<file path="config.mk">
export PLATFORM = sky130hd
export DESIGN_NAME = shared_stall_pipe
export DESIGN_NICKNAME = d
export VERILOG_FILES = /design/src/rtl/shared_stall_pkg.sv /design/src/rtl/ssp_stage.sv /design/src/rtl/ssp_ctrl.sv /design/src/rtl/shared_stall_pipe.sv
export SDC_FILE = /design/constraint.sdc
export NUM_CORES = 1
export LEC_CHECK = 0
export CAP_MARGIN = 20
export CORE_MARGIN = 5
export CORE_UTILIZATION = 61
export DETAILED_ROUTE_END_ITERATION = 12
export GPL_TIMING_DRIVEN = 0
export PLACE_DENSITY = 0.86
export SKIP_CTS_REPAIR_TIMING = 1
export SYNTH_ARGS = -nofsm -noshare
export SYNTH_HDL_FRONTEND = slang
export SYNTH_HIERARCHICAL = 1
export SYNTH_SLANG_ARGS = --single-unit
</file>
<file path="constraint.sdc">
create_clock -name clk -period 3.5 [get_ports clk]
set_clock_uncertainty 0.1 [all_clocks]
set_input_delay 0.7 -clock clk [delete_from_list [all_inputs] [get_ports clk]]
set_output_delay 0.7 -clock clk [all_outputs]
set_load 0.005 [all_outputs]
</file>
<file path="src/rtl/shared_stall_pkg.sv">
// Package: shared arithmetic step used by every pipeline stage.
// Assumes operands fit in 64 bits; callers truncate the result.
package shared_stall_pkg;

    // One stage step: x * mul + idx + 1, computed at 64-bit width.
    function automatic logic [63:0] stage_math(
        input logic [63:0] x,
        input logic [31:0] mul,
        input logic [31:0] idx
    );
        return (x * {32'd0, mul}) + {32'd0, idx} + 64'd1;
    endfunction

endpackage

</file>
<file path="src/rtl/ssp_stage.sv">
// ssp_stage: one register stage of the pipeline (data word plus valid flag).
// Loads on the shared enable; computes (x*MUL_K + IDX + 1) mod 2^WIDTH.
// Assumes WIDTH < 64.
module ssp_stage
    import shared_stall_pkg::*;
#(
    parameter int unsigned WIDTH = 16,
    parameter int unsigned MUL_K = 3,
    parameter int unsigned IDX   = 0
) (
    input  logic             clk,
    input  logic             rst_n,
    input  logic             en,
    input  logic             vin,
    input  logic [WIDTH-1:0] din,
    output logic             vout,
    output logic [WIDTH-1:0] dout
);
    localparam logic [31:0] MUL_V = MUL_K;
    localparam logic [31:0] IDX_V = IDX;
    localparam int unsigned PAD   = 64 - WIDTH;

    logic [63:0] wide;

    // Stage arithmetic at full width.
    always_comb begin
        wide = stage_math({{PAD{1'b0}}, din}, MUL_V, IDX_V);
    end

    // Stage register: clears on reset, loads only when the shared enable is high.
    always_ff @(posedge clk) begin
        if (!rst_n) begin
            vout <= 1'b0;
            dout <= '0;
        end else if (en) begin
            vout <= vin;
            dout <= wide[WIDTH-1:0];
        end
    end

endmodule

</file>
<file path="src/rtl/ssp_ctrl.sv">
// ssp_ctrl: arming flag and the broadcast enable for the pipeline.
// Before arming, the stages always advance and the producer is never stalled.
// After arming, the consumer stall freezes all stages and passes to the producer.
module ssp_ctrl (
    input  logic clk,
    input  logic rst_n,
    input  logic src_valid,
    input  logic dst_stall,
    output logic en,
    output logic src_stall,
    output logic armed
);
    logic armed_q;

    // Broadcast enable and upstream stall, combinational from the consumer stall.
    always_comb begin
        en        = !armed_q || !dst_stall;
        src_stall = armed_q && dst_stall;
        armed     = armed_q;
    end

    // Arming flag: set by the first accepted word, cleared only by reset.
    always_ff @(posedge clk) begin
        if (!rst_n) begin
            armed_q <= 1'b0;
        end else if (src_valid && en) begin
            armed_q <= 1'b1;
        end
    end

    // once armed, the flag stays set.
    p_armed_sticky_r9: assert property (@(posedge clk) disable iff (!rst_n)
        armed_q |=> armed_q);

    // any accepted word leaves the pipeline armed.
    p_accept_arms_r5: assert property (@(posedge clk) disable iff (!rst_n)
        (src_valid && !src_stall) |=> armed_q);

endmodule

</file>
<file path="src/rtl/shared_stall_pipe.sv">
// shared_stall_pipe: DEPTH fixed-latency multiply-add stages under one
// shared stall enable. Leading gaps are consumed before the first word;
// afterwards every stage freezes together under the consumer stall.
// Assumes 1 <= DEPTH and WIDTH < 64; no output buffering.
module shared_stall_pipe
    import shared_stall_pkg::*;
#(
    parameter int unsigned DEPTH = 4,
    parameter int unsigned WIDTH = 16,
    parameter int unsigned MUL_K = 3
) (
    input  logic             clk,
    input  logic             rst_n,
    input  logic             src_valid,
    input  logic [WIDTH-1:0] src_data,
    output logic             src_stall,
    output logic             dst_valid,
    output logic [WIDTH-1:0] dst_data,
    input  logic             dst_stall
);
    localparam int unsigned TAPS = DEPTH + 1;

    logic             en;
    logic             armed;
    logic             v_chain [TAPS];
    logic [WIDTH-1:0] d_chain [TAPS];

    // Chain head: producer word enters tap 0.
    always_comb begin
        v_chain[0] = src_valid;
        d_chain[0] = src_data;
    end

    ssp_ctrl u_ctrl (
        .clk       (clk),
        .rst_n     (rst_n),
        .src_valid (src_valid),
        .dst_stall (dst_stall),
        .en        (en),
        .src_stall (src_stall),
        .armed     (armed)
    );

    for (genvar k = 0; k < DEPTH; k++) begin : g_stage
        ssp_stage #(
            .WIDTH (WIDTH),
            .MUL_K (MUL_K),
            .IDX   (k)
        ) u_stage (
            .clk   (clk),
            .rst_n (rst_n),
            .en    (en),
            .vin   (v_chain[k]),
            .din   (d_chain[k]),
            .vout  (v_chain[k+1]),
            .dout  (d_chain[k+1])
        );
    end

    // Chain tail drives the consumer side.
    always_comb begin
        dst_valid = v_chain[DEPTH];
        dst_data  = d_chain[DEPTH];
    end

    // a valid output exists only after arming, so a stall on it reaches the producer.
    p_stall_passes_r4: assert property (@(posedge clk) disable iff (!rst_n)
        (dst_stall && dst_valid) |-> src_stall);

    // the producer is never stalled without a consumer stall.
    p_no_spurious_stall_r5: assert property (@(posedge clk) disable iff (!rst_n)
        src_stall |-> dst_stall);

    // a stalled output word is held unchanged.
    p_hold_output_r6: assert property (@(posedge clk) disable iff (!rst_n)
        (dst_valid && dst_stall) |=> (dst_valid && $stable(dst_data)));

    // armed and stalled means the output register does not move.
    p_freeze_armed_r6: assert property (@(posedge clk) disable iff (!rst_n)
        (armed && dst_stall) |=> ($stable(dst_valid) && $stable(dst_data)));

endmodule

</file>
Word-level counts from Yosys, hierarchy flattened
Index checks and enable logic that the tools add are counted.

Bits of input ports: 20. Flip-flop bits (word level): 69. Word-level logic and storage cells: 25.

Add/sub/neg operators: 7. Reduce and logical (&&, ||, !) cells: 5. Multiply operators: 4.

Operator list (number): 16-bit by 1-bit adder with 16-bit output, second input constant (5); 16-bit by 2-bit multiplier with 16-bit output, second input constant (4); 16-bit by 2-bit adder with 16-bit output, second input constant (2); 1-bit logical AND (2); 1-bit zero test (2); 1-bit logical OR (1).

Depth between registers and ports, before layout
Word-level depth: 3. Depth in mapped cells: 12.

By module
Netlist, hierarchy kept.

By module, submodules not included: ssp_stage at g_stage[2].u_stage (times used 1, sequential area each 340.3 µm², area each 1497.7 µm², cells each 174); ssp_stage at g_stage[1].u_stage (times used 1, sequential area each 340.3 µm², area each 1445.1 µm², cells each 162); ssp_stage at g_stage[0].u_stage (times used 1, sequential area each 340.3 µm², area each 1375.1 µm², cells each 158); ssp_stage at g_stage[3].u_stage (times used 1, sequential area each 340.3 µm², area each 1370.1 µm², cells each 150); ssp_ctrl (times used 1, sequential area each 20.0 µm², area each 38.8 µm², cells each 4).

Worst setup path after synthesis
OpenSTA, ideal clock, no wires.

Kind: register to register. Start: register g_stage[2].u_stage.dout[1]. End: register g_stage[3].u_stage.dout[14]. Arrival time: 2.472 ns. Stages on the path, launching flop included: 13. Path slack: 0.843 ns. Data required time: 3.315 ns. Cell sequence: dfxtp_1 -> inv_1 -> ha_1 -> inv_1 -> ha_1 -> inv_1 -> fa_1 -> and2b_1 -> o211ai_1 -> a31o_1 -> a211o_1 -> and3b_1 -> o31ai_2.

Longest elaborated chain between the ends: 3.

Ends and longest elaborated chain: start, declared (line ssp_stage.sv:17) `output logic [WIDTH-1:0] dout`; start signal, assigned (line ssp_stage.sv:37) `dout <= wide[WIDTH-1:0];`; 16-bit by 2-bit multiplier with 16-bit output (line shared_stall_pkg.sv:11) `return (x * {32'd0, mul}) + {32'd0, idx} + 64'd1;`; 16-bit by 2-bit adder with 16-bit output (line shared_stall_pkg.sv:11); 16-bit by 1-bit adder with 16-bit output (line shared_stall_pkg.sv:11); end signal, assigned (line ssp_stage.sv:37); end, declared (line ssp_stage.sv:17).

Every way passes these cells. A chain may end at the register's enable or synchronous reset.

Worst setup path in the final report
Ends and elaborated chain as after synthesis.

==> results.yml <==
placed_design:
  portBuffers: 37
  gp_congestion: 0.873
  place_hpwl_microns: 9880
  placed_area_sq_mm: 0.00624
die:
  start_util_pct: 62.3
  ioPinCount: 38
  die_h_microns: 107
  core_area_sq_mm: 0.00920
  rows: 35
  die-area_sq_mm: 0.0114
  die_w_microns: 107
clock_tree:
  cts_max_path_buffers: 2
  cts-buffers-inserted: 9
  clock-root-buffer: "clkbuf_8"
  cts_tree: "yes"
  cts_sinks: 69
  htree_num_levels: 3
  clk_pin_slew_ps: 90
  clk_latency_ps: 340
setup_path:
  cp_max_fo: 3
  cp.required_ps: 3670
  rr_worst_depth: 12
  worstSetupPathType: "flop to flop"
  start_kind: "flop"
  critical_path_arrival_ps: 3130
  end_kind: "flop"
synth:
  synth_common_cells: "97 x ha_1, 69 x dfxtp_1, 44 x nand2_1"
  synth_cells: 648
  ys_warn_count: 6
  yosysTopAreaCell: "dfxtp_1"
  synth_most_common_cell: "ha_1"
  synth_area_leaders: "dfxtp_1 24%, ha_1 21%, mux2i_1 4.4%, xnor2_1 4.3%, a21oi_1 3.6%"
  yosysTopAreaCellShare_pct: 24.1
  async_reset_ff_share_pct: 0
  ys_seq_area_share_pct: 24.1
  synth_flop_cell: "dfxtp_1"
  synth_cell_types: 67
  synth_fp_nets: 768
  synth_seq_cells: 69
  syn_area_sq_mm: 0.00573
  synth_edf_count: 0
  synth.avg_cell_area_sq_um: 8.84
route:
  via_count: 4976
  drt-total-wl_microns: 12500
  via_per_inst: 6.13
  drc: 0
  post_drt_wl_per_cell_microns: 15.4
  drtPass1Iterations: 5
  drt_iter0_markers: 278
  final_antenna_net_count: 0
global_route:
  gr-total-overflow: 0
  grt_start_max_net_pins: 18
  antenna_found_initial: 0
  track_usage_pct: 22.1
  grt_pass1_wl_microns: 21000
  grt_pass1_vias: 4653
sta:
  hold_violations: 0
  tns_ps: 0
  period_minus_slack_ps: 2960
  max_slew_margin_pct: 49.1
  grt_setup_unrepaired: "false"
  finalSetupViolations: 0
  period_share_pct: 84.4
  tightestPinTransition_ps: 761
  fmax_mhz: 338
  slew_violations: 0
final_layout:
  fill_cells: 724
  drive_gt1_share_pct: 5.85
  n_antenna_cell: 0
  fin_area_sq_mm: 0.00643
  layout.nets: 816
  area_growth_pct: 12.3
power:
  p_per_area_mw_per_mm2: 524
  p_leak_nw: 2.97
  ir_drop_mv: 0.316
  total_power_w: 0.00337
worst_hold_path:
  whs_path_depth: 2
  hp-class: "flop to flop"
status:
  status: "completed"
job:
  cap_violations: 0
## cell usage in the layout (no fill, tap or decap), drive strengths merged, types with 5 or more instances in the layout
| cell type | count |
|---|---|
| ha | 97 |
| dfxtp | 69 |
| nand2 | 44 |
| a21oi | 44 |
| o21ai | 40 |
| clkdlybuf4s50 | 37 |
| nor2 | 35 |
| xnor2 | 28 |
| mux2i | 26 |
| inv | 24 |
| clkbuf | 22 |
| a21o | 19 |
| nor2b | 19 |
| o21a | 17 |
| nand3 | 15 |
| xor2 | 13 |
| nand3b | 13 |
| a211oi | 12 |
| nand4 | 10 |
| o211ai | 9 |
| a31oi | 9 |
| buf | 9 |
| o31ai | 8 |
| or3 | 6 |
| and3 | 6 |
| clkinv | 6 |
| nand2b | 5 |
## where the power goes
group / internal [W] / total [W] / switching (W)
logic: 0.000771 / 0.00161 / 0.000844
clock network: 0.000332 / 0.000669 / 0.000337
registers: 0.000960 / 0.00109 / 0.000130
total: 0.00206 / 0.00337 / 0.00131
## critical path, cell delays in order, from the launching register on
cell and delay [ps]:
dfxtp_1 370, inv_1 60, ha_1 280, inv_1 60, ha_1 160, inv_1 60, fa_1 460, and2b_1 230
o211ai_1 120, a31o_1 300, a211o_1 300, and3b_1 180, o31ai_2 190
## per-layer routing
metal / wire length, microns / vias to the layer above / global-route usage (%)
met3: 510 / 13 / 3.01
met5: 0 / - / 0
met2: 5880 / 114 / 35.9
met1: 5980 / 2340 / 30.4
met4: 115 / 0 / 6.48
li1: - / 2509 / -
## stage by stage
step / hold WS (ps) / std cells / utilization [%] / setup slack, ps
after floorplan: 342 / 648 / - / 843
after global placement: 333 / 796 / 67.8 / 498
after detailed placement: 339 / 796 / 67.8 / 466
after CTS: 351 / 812 / 70.0 / 530
after global routing: 373 / 812 / 70.0 / 354
final: 348 / 812 / 70.0 / 545
## path summary, 6_finish.rpt
kind / to / startpoint / slack, ps
setup / recovery: g_stage[3].u_stage/dout[14]$_SDFFE_PN0P_ / g_stage[2].u_stage/dout[1]$_SDFFE_PN0P_ / 540
hold / removal: g_stage[3].u_stage/dout[12]$_SDFFE_PN0P_ / g_stage[3].u_stage/dout[12]$_SDFFE_PN0P_ / 350
setup reg to reg: g_stage[3].u_stage/dout[14]$_SDFFE_PN0P_ / g_stage[2].u_stage/dout[1]$_SDFFE_PN0P_ / 540
hold reg to reg: g_stage[3].u_stage/dout[12]$_SDFFE_PN0P_ / g_stage[3].u_stage/dout[12]$_SDFFE_PN0P_ / 350
## state kept, by name, indices dropped and copies added, names as in the netlist
register	flops
u_ctrl/armed	1
g_stage.u_stage/dout	64
g_stage.u_stage/vout	4
## layout make-up
| type | instances | area, sq um | area share, % |
|---|---|---|---|
| clock buffers | 9 | 124 | 1.93 |
| clock inverters | 7 | 73.8 | 1.15 |
| flip-flops and latches | 69 | 1380 | 21.5 |
| inverters | 25 | 93.8 | 1.46 |
| multi-input cells | 532 | 4150 | 64.5 |
| well taps | 111 | 139 | 2.16 |
| repair buffers | 37 | 370 | 5.76 |
| plain buffers | 22 | 103 | 1.59 |
## cell families (layout without fill, tap and decap cells)
| group | count (synthesis) | after routing | share of synthesized area (%) |
|---|---|---|---|
| AO/OA/AOI/OAI | 194 | 194 | 23.8 |
| AND/OR/NAND/NOR | 171 | 171 | 15.6 |
| adder cells (fa/ha/maj) | 100 | 100 | 22.2 |
| flip-flops | 69 | 69 | 24.1 |
| buffers and inverters | 47 | 100 | 3.43 |
| XOR/XNOR | 41 | 41 | 6.27 |
| multiplexers | 26 | 26 | 4.61 |
Note: power is estimated with default switching activity, not from simulation.
